[config.mk]
export PLATFORM = sky130hd
export DESIGN_NAME = dch_arbiter
export DESIGN_NICKNAME = d
export VERILOG_FILES = /design/src/rtl/dch_arb_pkg.sv /design/src/rtl/dch_lowest_pick.sv /design/src/rtl/dch_ind_route.sv /design/src/rtl/dch_arbiter.sv
export SDC_FILE = /design/constraint.sdc
export NUM_CORES = 1
export LEC_CHECK = 0
export ABC_AREA = 1
export BUFFER_PORTS_ARGS = -buffer_cell sky130_fd_sc_hd__buf_2
export CAP_MARGIN = 20
export CORE_MARGIN = 1
export CORE_UTILIZATION = 56
export DETAILED_ROUTE_END_ITERATION = 10
export HOLD_SLACK_MARGIN = 0.08
export PLACE_DENSITY = 0.88
export SYNTH_ARGS = -nofsm -noshare
export SYNTH_HDL_FRONTEND = slang
export SYNTH_SLANG_ARGS = --single-unit
[constraint.sdc]
create_clock -name clk -period 5.9 [get_ports clk]
set_input_delay 0.59 -clock clk [delete_from_list [all_inputs] [get_ports clk]]
set_output_delay 0.59 -clock clk [all_outputs]
set_load 0.005 [all_outputs]
[src/rtl/dch_arb_pkg.sv]
package dch_arb_pkg;
    typedef enum logic [1:0] {
        PH_FULL    = 2'd0,
        PH_LIMITED = 2'd1,
        PH_BUSY    = 2'd2
    } phase_e;
endpackage

[src/rtl/dch_lowest_pick.sv]
module dch_lowest_pick #(
    parameter int N  = 32,
    parameter int IW = $clog2(N)
) (
    input  logic [N-1:0]  req,
    output logic          found,
    output logic [IW-1:0] idx
);
    always_comb begin
        found = 1'b0;
        idx   = '0;
        for (int i = N - 1; i >= 0; i--) begin
            if (req[i]) begin
                found = 1'b1;
                idx   = IW'(i);
            end
        end
    end
endmodule

[src/rtl/dch_ind_route.sv]
module dch_ind_route #(
    parameter int N = 32
) (
    input  logic [N-1:0] avail,
    input  logic         to_mr,
    output logic [N-1:0] ci,
    output logic [N-1:0] mr
);
    for (genvar g = 0; g < N; g++) begin : g_bit
        assign ci[g] = avail[g] & ~to_mr;
        assign mr[g] = avail[g] &  to_mr;
    end
endmodule

[src/rtl/dch_arbiter.sv]
module dch_arbiter
    import dch_arb_pkg::*;
#(
    parameter int NCH = 32,
    parameter int CW  = 5,
    parameter int IW  = $clog2(NCH)
) (
    input  logic           clk,
    input  logic           rst_n,
    input  logic           frame_stb,
    input  logic [NCH-1:0] d_bits,
    input  logic [NCH-1:0] chan_en,
    input  logic [CW-1:0]  fsel_cnt,
    input  logic           susp_off,
    input  logic           host_full,
    input  logic           ind_in_mr,
    input  logic           master_en,
    input  logic           rx_done,
    output logic           grant_valid,
    output logic [IW-1:0]  grant_idx,
    output logic [NCH-1:0] ind_ci,
    output logic [NCH-1:0] ind_mr
);
    typedef struct packed {
        phase_e         phase;
        logic [CW-1:0]  idle_cnt;
        logic [IW-1:0]  last;
        logic [IW-1:0]  gidx;
        logic           gv;
        logic           pend;
        logic [NCH-1:0] avail;
        logic           to_mr;
    } arb_state_t;

    arb_state_t s_q, s_d;

    logic [NCH-1:0] last_oh;
    logic [NCH-1:0] grant_oh;
    logic [NCH-1:0] cand;
    logic           pick_found;
    logic [IW-1:0]  pick_idx;

    always_comb begin
        last_oh = '0;
        last_oh[s_q.last] = 1'b1;
        cand = chan_en & ~d_bits;
        if (s_q.phase == PH_LIMITED) begin
            cand = cand & ~last_oh;
        end
    end

    dch_lowest_pick #(.N(NCH), .IW(IW)) u_pick (
        .req   (cand),
        .found (pick_found),
        .idx   (pick_idx)
    );

    always_comb begin
        s_d = s_q;
        grant_oh = '0;
        if (rx_done && s_q.phase == PH_BUSY) begin
            s_d.pend = 1'b1;
        end
        if (frame_stb) begin
            s_d.pend  = 1'b0;
            s_d.to_mr = ind_in_mr;
            if (s_q.phase == PH_BUSY) begin
                if (s_q.pend || rx_done) begin
                    s_d.gv       = 1'b0;
                    s_d.last     = s_q.gidx;
                    s_d.idle_cnt = '0;
                    if (susp_off) begin
                        s_d.phase = host_full ? PH_FULL : PH_LIMITED;
                    end else begin
                        s_d.phase = (fsel_cnt == '0) ? PH_FULL : PH_LIMITED;
                    end
                end
            end else if (pick_found) begin
                s_d.gv    = 1'b1;
                s_d.gidx  = pick_idx;
                s_d.phase = PH_BUSY;
            end else if (susp_off) begin
                s_d.phase = host_full ? PH_FULL : PH_LIMITED;
            end else if (s_q.phase == PH_LIMITED) begin
                if (s_q.idle_cnt >= fsel_cnt) begin
                    s_d.phase = PH_FULL;
                end else begin
                    s_d.idle_cnt = s_q.idle_cnt + 1'b1;
                end
            end
            grant_oh[s_d.gidx] = 1'b1;
            if (master_en && s_d.gv) begin
                s_d.avail = chan_en & grant_oh;
            end else begin
                s_d.avail = chan_en;
            end
        end
    end

    always_ff @(posedge clk or negedge rst_n) begin
        if (!rst_n) begin
            s_q <= '{phase: PH_FULL, idle_cnt: '0, last: '0, gidx: '0,
                     gv: 1'b0, pend: 1'b0, avail: '0, to_mr: 1'b0};
        end else begin
            s_q <= s_d;
        end
    end

    dch_ind_route #(.N(NCH)) u_route (
        .avail (s_q.avail),
        .to_mr (s_q.to_mr),
        .ci    (ind_ci),
        .mr    (ind_mr)
    );

    assign grant_valid = s_q.gv;
    assign grant_idx   = s_q.gidx;
endmodule

Word level (Yosys, flattened, before mapping)
Index checks and enable logic that the tools add are counted.

Equal/unequal tests: 6. Order comparisons: 5. Div/mod/pow operators: 0. Mux-type cells: 90. Shift-type cells: 0. Reductions and logical operators: 13. Bitwise operators: 70. Add/sub/neg operators: 1. $mul: 0.

Operators by type and width (count): $mux 5 (37); $and 32x32->32 (3); $and 1x1->1 (64); $mux 32 (2); $not 32->32 (2); $mux 1 (41); $mux 34 (1); $mux 7 (2); $lt 5x6->1 const B (2); $mux 12 (1); $demux 1 s5 (2); $ge 5x1->1 const B (2); $reduce_bool 4->1 (2); $mux 2 (3); $mux 6 (1); $ne 2x1->1 const B (3); $reduce_and 6->1 (1); $add 5x1->5 const B (1); $ge 5x5->1 (1); $logic_not 5->1 (1); $logic_and 1x1->1 (4); $reduce_and 4->1 (1); $reduce_bool 2->1 (2); $reduce_and 3->1 (1); other kinds (5) (5).

Memories kept: 0. ROM bits: 0. Register bits after elaboration: 52. Output and inout port bits: 70. Bits in writable memories: 0. Latch bits: 0. Input bits: 77.

Logic depth before layout (Yosys ltp)
Word-level depth: 49. Depth in mapped cells: 42. Gate-level depth less buffers: 41.

Hierarchy
A second synthesis with hierarchy kept.

Cells, all modules: 754. Area total of the unflattened synthesis: 4568.1 µm².

By module, submodules not included: dch_arbiter (cells an instance 512, seq. area each 1301.2 µm², area each 3565.9 µm², instances 1); dch_ind_route (cells an instance 135, seq. area each 0.0 µm², area each 559.3 µm², instances 1); dch_lowest_pick (cells an instance 107, seq. area each 0.0 µm², area each 442.9 µm², instances 1).

Least setup slack after synthesis
Ideal clock, no wire load.

Path kind: register to register. From: register s_q[51] (netlist bit). To: register s_q[16] (netlist bit). Required time: 5.784 ns. Setup slack: 2.872 ns. Clock period less this slack: 3.028 ns. Data arrival time: 2.912 ns. Path buffers: 1. Stages on the path, launching flop included: 43. Cells stage by stage: dfrtp_1 inv_1 ha_1 nand2_1 nor2_1 nand2_1 nand3b_1 nand2_1 nand2_1 nand2_1 nand2_1 nand2_1 nand2_1 nand2_1 nand2_1 nand2_1 nand2_1 nand2_1 [7 not listed] nand2_1 nand2_1 nand2_1 nand2_1 nand2_1 nand2_1 nand2_1 nand2_1 nand2_1 nand2_1 nand2_1 nand2_4 nand2_4 buf_6 nand3_1 nand2_1 nand2_1 nand2_1.

Longest elaborated chain between the ends: 43. Elaborated cells between the ends (all ways): 80.

Ends and longest elaborated chain: start: declaration (RTL line dch_arbiter.sv:35) `arb_state_t s_q, s_d;`; start signal: assignment (RTL line dch_arbiter.sv:102) `s_q <= '{phase: PH_FULL, idle_cnt: '0, last: '0, gidx: '0,`; $eq 2x1->1 (RTL line dch_arbiter.sv:47) `if (s_q.phase == PH_LIMITED) begin`; $mux 32 (RTL line dch_arbiter.sv:47); $mux 5 / $mux 1 (equally long branches) (32 in series) (RTL line dch_lowest_pick.sv:13) `if (req[i]) begin`; $mux 6 (RTL line dch_arbiter.sv:78) `end else if (pick_found) begin`; $mux 5 (RTL line dch_arbiter.sv:67) `if (s_q.phase == PH_BUSY) begin`; $mux 5 (RTL line dch_arbiter.sv:64) `if (frame_stb) begin`; $lt 5x6->1 (not written as such) / $ge 5x1->1 (equally long branches) (RTL line dch_arbiter.sv:91) `grant_oh[s_d.gidx] = 1'b1;`; $logic_and 1x1->1 (not written as such) (RTL line dch_arbiter.sv:91); $mux 1 (not written as such) (RTL line dch_arbiter.sv:91); $demux 1 s5 (RTL line dch_arbiter.sv:91); $and 32x32->32 (RTL line dch_arbiter.sv:93) `s_d.avail = chan_en & grant_oh;`; $mux 32 * (RTL line dch_arbiter.sv:92) `if (master_en && s_d.gv) begin`.

Every way passes the cells marked *; elsewhere a longest branch is shown, timed or not. The select of a mux whose other input is x is not followed. A chain may end at the register's enable or synchronous reset.

Final worst setup path
From: register s_q[51] (netlist bit). To: register s_q[23] (netlist bit).

The elaborated chain is that of the path after synthesis.

==> impl_metrics.yaml <==
finish:
  syn_to_final_growth_pct: 19.96
  n_antenna_cell: 0
  drive_gt1_frac: 0.2058
  final_util: 0.7058
  nets: 944
grt:
  grt_max_degree: 66
  grt_pass1_wl_mm: 22.07
  use_met3: 0.05161
  busiest_layer: "met2"
  grt_usage: 0.3361
  first_global_vias: 4795
  gr-usage-met2: 0.5686
  met1_usage: 0.4405
  antenna_found_initial: 0
  grt.overflow.total: 0
timing:
  rsz0062_at_grt: "false"
  period_needed_ns: 3.867
  timing.final.crit_share: 0.6554
  drv_slew: 0
  finalSetupViolations: 0
  fin_tns_setup_ns: 0
  fmax_mhz: 258.6
  skew_ns: 0.01125
  max_slew.worst_pin.slew_ns: 0.9751
  finalHoldViolations: 0
  slew_headroom: 0.3499
synthesis:
  ys_warn_count: 0
  avgSynthCellArea_um2: 5.892
  synth_top_cell_area_share: 0.3017
  synth-seq-cells: 52
  syn_area_um2: 4313
  synth_top_area_cell: "dfrtp_1"
  syn-num-nets: 817
  synth.area.top_cells: "dfrtp_1 30%, nand2_1 24%, inv_1 13%"
  syn_inst: 732
  synth-seq-area-share: 0.3017
  synth_cell_types: 37
clocking:
  cts.hold.buffers_added: 0
  insertion_delay_ns: 0.31
  post_cts_buffers: 0
  htree_levels: 2
  clk_path_buf_depth: 2
  cts_tree: "yes"
  cts_inserted_buffers: 5
  path_clk_slew_ns: 0.10
  clock-sinks: 52
  ctsRootBufferMaster: "clkbuf_8"
  cts.repair.resized: 0
floorplan:
  io_pins: 147
  initial_core_util: 0.5883
  row_count: 31
  fp.coreArea_um2: 7331
  die_y_um: 89.76
  die_area_um2: 8057
  fp.dieW_um: 89.76
setup_path:
  path_class: "flip-flop to flip-flop"
  cp-start-kind: "flip-flop"
  required_ns: 6.11
  critPathCaptureType: "flip-flop"
  cp_max_fo: 18
  crit_arrival_ns: 4.07
route:
  first_pass_iters: 5
  drtIter0Drc: 410
  via_per_inst: 5.161
  wl_mm: 13.23
  route.vias.total: 4949
  drc: 0
  wl_per_cell_um: 13.79
  ant_nets: 0
power:
  power.density_nw_per_um2: 325.9
  p_leak_nw: 3.401
  ir_worst_vdd_mv: 0.2989
placement:
  dp_hpwl_mm: 10.39
  place_congestion: 1.032
  place.port_buffers: 146
outcome:
  outcome: "completed"
job:
  max_cap_viol_count: 0
hold_path:
  min_path_type: "input port to asynchronous set/reset pin"
[cells in the mapped netlist, drive strengths merged]
cell and n:
nor2 70, ha 8, a211oi 1, a221oi 1
o311ai 1, dfrtp 52, clkbuf 17, nand3b 4
o21a 4, nor3b 1, o21bai 2, o31ai 2
nor4 1, clkinv 1, nand4 16, nor3 9
o211ai 24, and3 1, and2 2, nand3 23
nand2 282, o41ai 2, xor2 1, inv 162
a21oi 6, a22oi 1, o21ai 22, buf 13
a31oi 3
[final timing paths]
kind                       cells after the start  slack, ns           startpoint             endpoint
setup reg to reg                              21       2.03  s_q[51]$_DFFE_PN0P_  s_q[23]$_DFFE_PN0P_
min in group clk                               3       0.48            ind_in_mr   s_q[0]$_DFFE_PN0P_
hold / removal                                 2       0.39                rst_n   s_q[2]$_DFFE_PN0P_
max in group asynchronous                      2       5.05                rst_n   s_q[0]$_DFFE_PN0P_
setup / recovery                              21       2.03  s_q[51]$_DFFE_PN0P_  s_q[23]$_DFFE_PN0P_
hold reg to reg                                2       0.52  s_q[16]$_DFFE_PN0P_  s_q[16]$_DFFE_PN0P_
[per-layer routing]
layer,part of all wire,vias to the layer above
met4,0.019,0
met3,0.089,25
met2,0.46,248
met1,0.43,2216
met5,0,-
li1,-,2460
[final cells by class]
cell class                      instances  area, um2
Fill cell                             674       2157
Clock buffer                            5      68.82
Timing Repair Buffer                  150      768.2
Sequential cell                        52       1303
Clock inverter                          3      42.54
Multi-Input combinational cell        487       2256
Tap cell                               99      123.9
Inverter                              163      611.8
[where the power goes]
| part | switching, mW | total (mW) | leakage, nW | internal [mW] |
|---|---|---|---|---|
| registers | 0.127 | 0.588 | 0.658 | 0.461 |
| logic | 0.560 | 0.848 | 2.69 | 0.288 |
| clock network | 0.125 | 0.251 | 0.0541 | 0.126 |
| total | 0.811 | 1.69 | 3.40 | 0.875 |
[kinds of logic after synthesis]
kind of cell / synth area share
buffers and inverters: 0.1761
adder cells (fa/ha/maj): 0.02321
AO/OA/AOI/OAI: 0.1073
flip-flops: 0.3017
XOR/XNOR: 0.002031
AND/OR/NAND/NOR: 0.3896
[critical path, stage by stage (launching register included)]
cell and delay, ns:
dfrtp_1 0.39, inv_1 0.07, ha_1 0.23, nand2_1 0.08, nor2_1 0.21, inv_2 0.15
o211ai_1 0.25, nand2_1 0.13, nor4_2 0.38, inv_2 0.05, nor2_1 0.15, nand2_1 0.14
inv_2 0.08, nor2_2 0.05, inv_2 0.15, nor3_1 0.11, a22oi_4 0.47, inv_2 0.26
nand4_1 0.16, nand2_1 0.11, nand2_1 0.08, nand2_1 0.05
[cells in the final DEF (no fill, tap or decap), types with 8 or more instances in the layout]
master | Yosys | routed
o21ai_0 | 17 | 17
nand3_1 | 21 | 21
dfrtp_1 | 52 | 51
inv_1 | 153 | 153
nor3_1 | 9 | 9
buf_2 | 4 | 146
nor2_1 | 68 | 68
ha_1 | 8 | 8
inv_2 | 9 | 9
nand2_1 | 280 | 280
o211ai_1 | 24 | 24
nand4_1 | 16 | 16
[stage by stage]
| stage | hold WS (ns) | std cells | instance area, um2 | power, mW | worst slack (ns) |
|---|---|---|---|---|---|
| detailed placement | 0.4891 | 951 | 5062 | 1.420 | 2.184 |
| global route | 0.4378 | 959 | 5174 | 1.818 | 1.731 |
| finish | 0.3868 | 959 | 5174 | 1.686 | 2.033 |
| CTS | 0.4082 | 959 | 5174 | 1.671 | 2.117 |
| global placement | 0.4850 | 950 | 5047 | 1.383 | 2.123 |
| floorplan | 0.2944 | 732 | 4313 | 1.153 | 2.872 |
[registers in the layout, summed over array words and instances (netlist names)]
name         cells
grant_valid      1
s_q             46
grant_idx        5
Note: power is estimated with default switching activity, not from simulation.
